## src/rtl/dmac_pkg.sv

```systemverilog
package dmac_pkg;
  // register selects within a channel
  localparam logic [2:0] SEL_STAT = 3'd0;
  localparam logic [2:0] SEL_CTRL = 3'd1;
  localparam logic [2:0] SEL_OPER = 3'd2;
  localparam logic [2:0] SEL_VEC  = 3'd3;
  localparam logic [2:0] SEL_LEN  = 3'd4;
  localparam logic [2:0] SEL_REM  = 3'd5;

  // control bits
  localparam int CTL_START = 7;
  localparam int CTL_CONT  = 6;
  localparam int CTL_HALT  = 5;
  localparam int CTL_ABORT = 4;
  // operation bit selecting request-edge mode
  localparam int OPR_REQ   = 1;

  // upper status nibble (bits 7:4) patterns
  localparam logic [3:0] STAT_FIN = 4'b1110;
  localparam logic [3:0] STAT_ERR = 4'b1001;

  localparam logic [7:0] ABORT_CODE = 8'h11;
endpackage

```

## src/rtl/dmac_rst_sync.sv

```systemverilog
module dmac_rst_sync (
  input  logic clk,
  input  logic rst_n,
  output logic rst_s_n
);
  logic [1:0] sync_q;

  always_ff @(posedge clk or negedge rst_n) begin
    if (!rst_n) sync_q <= 2'b00;
    else        sync_q <= {sync_q[0], 1'b1};
  end

  assign rst_s_n = sync_q[1];
endmodule

```

## src/rtl/dmac_chan.sv

```systemverilog
module dmac_chan
  import dmac_pkg::*;
#(
  parameter int CW = 16
) (
  input  logic          clk,
  input  logic          rst_n,
  input  logic          wr_stat,
  input  logic          wr_ctrl,
  input  logic          wr_oper,
  input  logic          wr_vec,
  input  logic          wr_len,
  input  logic [15:0]   wdata,
  input  logic          dreq,
  output logic [7:0]    stat_o,
  output logic [7:0]    errc_o,
  output logic [7:0]    ctrl_o,
  output logic [7:0]    oper_o,
  output logic [7:0]    vec_o,
  output logic [CW-1:0] len_o,
  output logic [CW-1:0] rem_o,
  output logic          active_o,
  output logic          halted_o,
  output logic          done_o,
  output logic          abort_o
);
  logic [3:0]    stat_q, stat_n;
  logic [7:0]    errc_q, errc_n, ctrl_q, ctrl_n, oper_q, vec_q;
  logic [CW-1:0] len_q, rem_q, rem_n;
  logic          act_q, act_n, halt_q, halt_n, req_q;
  logic          done_q, done_n, abort_q, abort_n;

  logic start, cont, halt_req, abort_req, req_rise, step, do_abort, fin;

  always_comb begin
    start     = wr_ctrl && wdata[CTL_START];
    cont      = wr_ctrl && wdata[CTL_CONT];
    halt_req  = wr_ctrl && wdata[CTL_HALT];
    abort_req = wr_ctrl && wdata[CTL_ABORT];
    req_rise  = dreq && !req_q;
    step      = act_q && !halt_q && (oper_q[OPR_REQ] ? req_rise : 1'b1);
    do_abort  = abort_req && (act_q || start);
    fin       = step && (rem_q <= CW'(1)) && !start && !do_abort;
  end

  always_comb begin
    stat_n  = stat_q & ~(wr_stat ? wdata[15:12] : 4'h0);
    errc_n  = errc_q;
    ctrl_n  = wr_ctrl ? wdata[7:0] : ctrl_q;
    act_n   = act_q;
    halt_n  = halt_q;
    rem_n   = rem_q;
    done_n  = 1'b0;
    abort_n = 1'b0;

    if (fin) begin
      act_n             = 1'b0;
      stat_n            = stat_n | STAT_FIN;
      ctrl_n[7:6]       = 2'b00;
      done_n            = 1'b1;
    end else if (step) begin
      rem_n = rem_q - CW'(1);
    end

    if (start) begin
      act_n  = 1'b1;
      rem_n  = len_q;
      errc_n = 8'h00;
      halt_n = 1'b0;
    end
    if (cont) halt_n = 1'b0;
    if (halt_req && (act_q || start)) halt_n = 1'b1;

    if (do_abort) begin
      act_n       = 1'b0;
      halt_n      = 1'b0;
      stat_n      = stat_n | STAT_ERR;
      errc_n      = ABORT_CODE;
      ctrl_n[7:6] = 2'b00;
      abort_n     = 1'b1;
    end
  end

  always_ff @(posedge clk or negedge rst_n) begin
    if (!rst_n) begin
      stat_q  <= '0;
      errc_q  <= '0;
      ctrl_q  <= '0;
      oper_q  <= '0;
      vec_q   <= '0;
      len_q   <= '0;
      rem_q   <= '0;
      act_q   <= 1'b0;
      halt_q  <= 1'b0;
      req_q   <= 1'b0;
      done_q  <= 1'b0;
      abort_q <= 1'b0;
    end else begin
      stat_q  <= stat_n;
      errc_q  <= errc_n;
      ctrl_q  <= ctrl_n;
      rem_q   <= rem_n;
      act_q   <= act_n;
      halt_q  <= halt_n;
      req_q   <= dreq;
      done_q  <= done_n;
      abort_q <= abort_n;
      if (wr_oper) oper_q <= wdata[7:0];
      if (wr_vec)  vec_q  <= wdata[7:0];
      if (wr_len)  len_q  <= wdata[CW-1:0];
    end
  end

  assign stat_o   = {stat_q, act_q, 3'b000};
  assign errc_o   = errc_q;
  assign ctrl_o   = ctrl_q;
  assign oper_o   = oper_q;
  assign vec_o    = vec_q;
  assign len_o    = len_q;
  assign rem_o    = rem_q;
  assign active_o = act_q;
  assign halted_o = halt_q;
  assign done_o   = done_q;
  assign abort_o  = abort_q;
endmodule

```

## src/rtl/dmac_ctl.sv

```systemverilog
module dmac_ctl
  import dmac_pkg::*;
#(
  parameter int NCH = 4,
  parameter int CW  = 16
) (
  input  logic                   clk,
  input  logic                   rst_n,
  input  logic                   host_we,
  input  logic [$clog2(NCH)+2:0] host_addr,
  input  logic [1:0]             host_be,
  input  logic [15:0]            host_wdata,
  output logic [15:0]            host_rdata,
  input  logic [NCH-1:0]         dreq,
  output logic [NCH-1:0]         done_pulse,
  output logic                   err_stb,
  output logic [$clog2(NCH)-1:0] err_chan,
  output logic [7:0]             err_vec
);
  localparam int CHW = $clog2(NCH);
  localparam int AW  = CHW + 3;

  logic rst_s_n;
  logic [CHW-1:0] a_chan;
  logic [2:0]     a_sel;

  logic [7:0]             stat_w [NCH];
  logic [7:0]             errc_w [NCH];
  logic [7:0]             ctrl_w [NCH];
  logic [7:0]             oper_w [NCH];
  logic [7:0]             vec_w  [NCH];
  logic [NCH-1:0][CW-1:0] len_w;
  logic [NCH-1:0][CW-1:0] rem_w;
  logic [NCH-1:0]         act_w, halt_w, abort_w;

  dmac_rst_sync u_rst (.clk(clk), .rst_n(rst_n), .rst_s_n(rst_s_n));

  assign a_chan = host_addr[AW-1:3];
  assign a_sel  = host_addr[2:0];

  for (genvar c = 0; c < NCH; c++) begin : g_ch
    logic we_c;
    assign we_c = host_we && (a_chan == CHW'(c));

    dmac_chan #(.CW(CW)) u_ch (
      .clk      (clk),
      .rst_n    (rst_s_n),
      .wr_stat  (we_c && a_sel == SEL_STAT && host_be[1]),
      .wr_ctrl  (we_c && a_sel == SEL_CTRL && host_be[0]),
      .wr_oper  (we_c && a_sel == SEL_OPER && host_be[0]),
      .wr_vec   (we_c && a_sel == SEL_VEC  && host_be[0]),
      .wr_len   (we_c && a_sel == SEL_LEN  && host_be[0]),
      .wdata    (host_wdata),
      .dreq     (dreq[c]),
      .stat_o   (stat_w[c]),
      .errc_o   (errc_w[c]),
      .ctrl_o   (ctrl_w[c]),
      .oper_o   (oper_w[c]),
      .vec_o    (vec_w[c]),
      .len_o    (len_w[c]),
      .rem_o    (rem_w[c]),
      .active_o (act_w[c]),
      .halted_o (halt_w[c]),
      .done_o   (done_pulse[c]),
      .abort_o  (abort_w[c])
    );
  end

  logic [15:0] len_x, rem_x;

  always_comb begin
    len_x = '0;
    rem_x = '0;
    len_x[CW-1:0] = len_w[a_chan];
    rem_x[CW-1:0] = rem_w[a_chan];
    case (a_sel)
      SEL_STAT: host_rdata = {stat_w[a_chan], errc_w[a_chan]};
      SEL_CTRL: host_rdata = {8'h00, ctrl_w[a_chan]};
      SEL_OPER: host_rdata = {8'h00, oper_w[a_chan]};
      SEL_VEC:  host_rdata = {8'h00, vec_w[a_chan]};
      SEL_LEN:  host_rdata = len_x;
      SEL_REM:  host_rdata = rem_x;
      default:  host_rdata = 16'h0000;
    endcase
  end

  always_comb begin
    err_chan = '0;
    for (int c = NCH - 1; c >= 0; c--)
      if (abort_w[c]) err_chan = CHW'(c);
  end

  assign err_stb = |abort_w;
  assign err_vec = vec_w[err_chan];
endmodule

```

## config.mk

```make
export PLATFORM = sky130hd
export DESIGN_NAME = dmac_ctl
export DESIGN_NICKNAME = d
export VERILOG_FILES = /design/src/rtl/dmac_pkg.sv /design/src/rtl/dmac_rst_sync.sv /design/src/rtl/dmac_chan.sv /design/src/rtl/dmac_ctl.sv
export SDC_FILE = /design/constraint.sdc
export NUM_CORES = 1
export LEC_CHECK = 0
export BUFFER_PORTS_ARGS = -buffer_cell sky130_fd_sc_hd__buf_2
export CORE_ASPECT_RATIO = 0.7
export CORE_MARGIN = 3
export CORE_UTILIZATION = 35
export CTS_BUF_LIST = sky130_fd_sc_hd__clkbuf_8
export CTS_CLUSTER_SIZE = 12
export DETAILED_ROUTE_END_ITERATION = 16
export REMOVE_ABC_BUFFERS = 1
export SLEW_MARGIN = 40
export SYNTH_ARGS = -nofsm -noshare
export SYNTH_HDL_FRONTEND = slang
export SYNTH_SLANG_ARGS = --single-unit
export TNS_END_PERCENT = 20
```

## constraint.sdc

```tcl
create_clock -name clk -period 12.85 [get_ports clk]
set_clock_uncertainty 0.1 [all_clocks]
set_input_delay 1.285 -clock clk [delete_from_list [all_inputs] [get_ports clk]]
set_output_delay 1.285 -clock clk [all_outputs]
set_load 0.02 [all_outputs]
```

==> flow_summary_export.csv <==
group,metric,value,unit
status,outcome,"finished, final reports clean",
layout,nets,1324,
clock_network,max-clock-path-buffers,3,
detailed_routing,ant_nets,0,
floorplan,core,0.03904,mm^2
global_routing,grt_max_degree,78,
yosys,synth_top_area_share,47.28,%
placed_design,dpl.hpwl,32370,um
clock_network,cts_tree,"done",
setup_path,cp-end-kind,"output port",
detailed_routing,drt_iter0_markers,1433,
setup_path,arrival,3950,ps
setup_path,crit_top_cell,"buf_4",
placed_design,place_congestion,0.9013,
sta,slew_headroom,37.54,%
clock_network,cts_root_buf,"clkbuf_8",
sta,worstMarginPinSlew,934.9,ps
sta,setup-tns-final,0,ps
sta,period_share,41.51,%
detailed_routing,drcViolationCount,0,
sta,hold_ws,167.1,ps
yosys,syn_area_per_cell,11.40,um^2
detailed_routing,wl,46400,um
setup_path,crit_slowest_cell,"buf_4",
floorplan,ios,61,
clock_network,h-tree-depth,2,
pwr,power_density,149.6,mW/mm^2
run,drv_cap,0,
detailed_routing,wire_per_inst,25.12,um
clock_network,postCtsResizedCells,0,
clock_network,post_cts_buffers,0,
sta,setup_ws,7516,ps
pwr,power,2.359,mW
clock_network,clk_pin_slew,70,ps
yosys,synth_commonest_cells,"dfrtp_1, mux2_2, nand2_1, nor2_1, o21ai_0",
yosys,synth_ff_type,"dfrtp_1",
setup_path,path_cells,"buf_4 > buf_4 > mux4_2 > mux2_2 > a22oi_1 > o221ai_1 > buf_2",
clock_network,cts_hold_buf,0,
sta,max_freq,0.1875,GHz
placed_design,dp_slack,7442,ps
global_routing,gr-total-overflow,0,
layout,antenna_cells,0,
yosys,synth_most_common_cell,"dfrtp_1",
sta,finalCriticalPeriod,5334,ps
setup_path,cp.required,11470,ps
yosys,netlist_instances,1235,
setup_path,r2r-end,"g_ch[0].u_ch.rem_o[13]",
yosys,ys_types,77,
yosys,ys_seq_area_share,47.28,%
pwr,peakVddDrop,0.00007020,V
clock_network,numCtsBuffers,42,
yosys,async_flop_share,100.0,%
setup_path,r2r_start,"g_ch[0].u_ch.rem_o[9]",
setup_path,critPathMaxFanout,37,
setup_path,cpPeakStageDelay,690,ps
sta,drv_slew,0,
floorplan,die_x,245.7,um
floorplan,dieArea,0.04271,mm^2
clock_network,clock_sinks,266,
yosys,ys_seq_elements,266,
layout,finish.utilization,40.41,%
layout,nFillCells,3838,
clock_network,worstSkewPairLatency,580,ps
detailed_routing,viasPerCell,5.943,
pwr,p_leak,7.125,nW
detailed_routing,first_pass_iters,5,
setup_path,reg2regPathDepth,6,
sta,setup_viol,0,
min_path,hp-class,"register to asynchronous set/reset pin",
layout,syn_to_final_growth,12.04,%
yosys,synth_area_leader_cell,"dfrtp_1",
global_routing,antenna_found_initial,2,
detailed_routing,num_vias,10977,
setup_path,critPathBufInv,3,
global_routing,grt_pass1_vias,10615,
global_routing,track_usage,21.78,%
global_routing,grt_pass1_wl,70400,um
layout,drive_above_1_share,29.77,%
yosys,synth_edf_count,0,
floorplan,std_cell_rows,60,
floorplan,fp.dieH,173.8,um
yosys,yosysWarnings,0,
sta,hold_viol,0,
placed_design,port_buffers,60,
setup_path,path_class,"input port to output port",
setup_path,crit_family,"buffers and inverters",
setup_path,startpoint_type,"input port",
setup_path,rrSetupSlack,9560,ps
yosys,synth_area_leaders,"dfrtp_1, mux2_2, mux4_2, nand2_1, nor2_1",
floorplan,start_util,36.06,%
yosys,synth_area,0.01408,mm^2
sta,rsz0062_at_grt,"false",
[worst max-delay path by stage]
stage	from	end	slack, ps	depth (start not counted)
floorplan	u_rst.sync_q[1]	g_ch[0].u_ch.abort_o	4790	0
global placement	host_addr[3]	host_rdata[0]	7520	7
detailed placement	host_addr[3]	host_rdata[4]	7440	7
CTS	host_addr[3]	host_rdata[4]	7440	7
global route	host_addr[3]	host_rdata[5]	7280	7
finish	host_addr[3]	host_rdata[4]	7520	7
[report_power, final]
| part | internal (mW) | switching [mW] |
|---|---|---|
| Sequential | 0.959 | 0.145 |
| Clock | 0.383 | 0.366 |
| Combinational | 0.233 | 0.275 |
| Total | 1.57 | 0.786 |
[metal layers]
layer	up-vias	global-route usage (%)	wire length [um]
li1	4681	-	-
met3	67	5.489	5074
met1	5648	35.37	21820
met4	0	4.228	834
met2	581	28.75	18670
met5	-	0	0
[through the flow]
step	instances	instance area, um^2
2_1_floorplan	1163	13750
3_3_place_gp	1768	14850
3_5_place_dp	1768	14890
4_1_cts	1846	15750
5_1_grt	1847	15770
6_report	1847	15770
[logic make-up (layout without fill, tap and decap cells)]
logic type / Yosys count / count (layout) / share of synthesized area (%)
AND/OR/NAND/NOR: 379 / 379 / 12.92
flip-flops: 266 / 266 / 47.28
AO/OA/AOI/OAI: 238 / 238 / 10.86
multiplexers: 234 / 234 / 24.17
buffers and inverters: 90 / 175 / 2.844
XOR/XNOR: 19 / 19 / 1.182
adder cells (fa/ha/maj): 8 / 8 / 0.7110
other: 1 / 1 / 0.02664
[state kept, by name, indices dropped and copies added (netlist names)]
| register | cells |
|---|---|
| g_ch.u_ch.ctrl_o | 32 |
| g_ch.u_ch.req_q | 4 |
| g_ch.u_ch.halted_o | 4 |
| g_ch.u_ch.oper_o | 32 |
| g_ch.u_ch.stat_q | 16 |
| g_ch.u_ch.abort_o | 4 |
| g_ch.u_ch.vec_o | 32 |
| u_rst.sync_q | 2 |
| g_ch.u_ch.done_o | 4 |
| g_ch.u_ch.rem_o | 64 |
| g_ch.u_ch.errc_o | 4 |
| g_ch.u_ch.len_o | 64 |
| g_ch.u_ch.active_o | 4 |
[cells in the final DEF, fill, tap and decap left out, drive strengths merged, types with 9 or more instances in the layout]
cell type  instances
o22ai             13
nor4              18
dfrtp            266
nand3             30
a31oi             10
nand2            137
mux2i             19
xor2              12
nand2b            14
o21ai             74
clkbuf            51
nor3              21
mux4              70
a21o              18
a22oi             12
mux2             145
nor2             100
inv               35
buf               79
a21oi             62
nand4              9
[cell type report]
type	count	area [um^2]	share of cell area, %
Clock inverter	27	148.9	0.9439
Clock buffer	51	701.9	4.450
Sequential cell	266	6660	42.22
Multi-Input combinational cell	879	7064	44.78
Timing Repair Buffer	79	471.7	2.990
Inverter	18	67.56	0.4283
Tap cell	527	659.4	4.180
(Power assumes the default switching activity.)
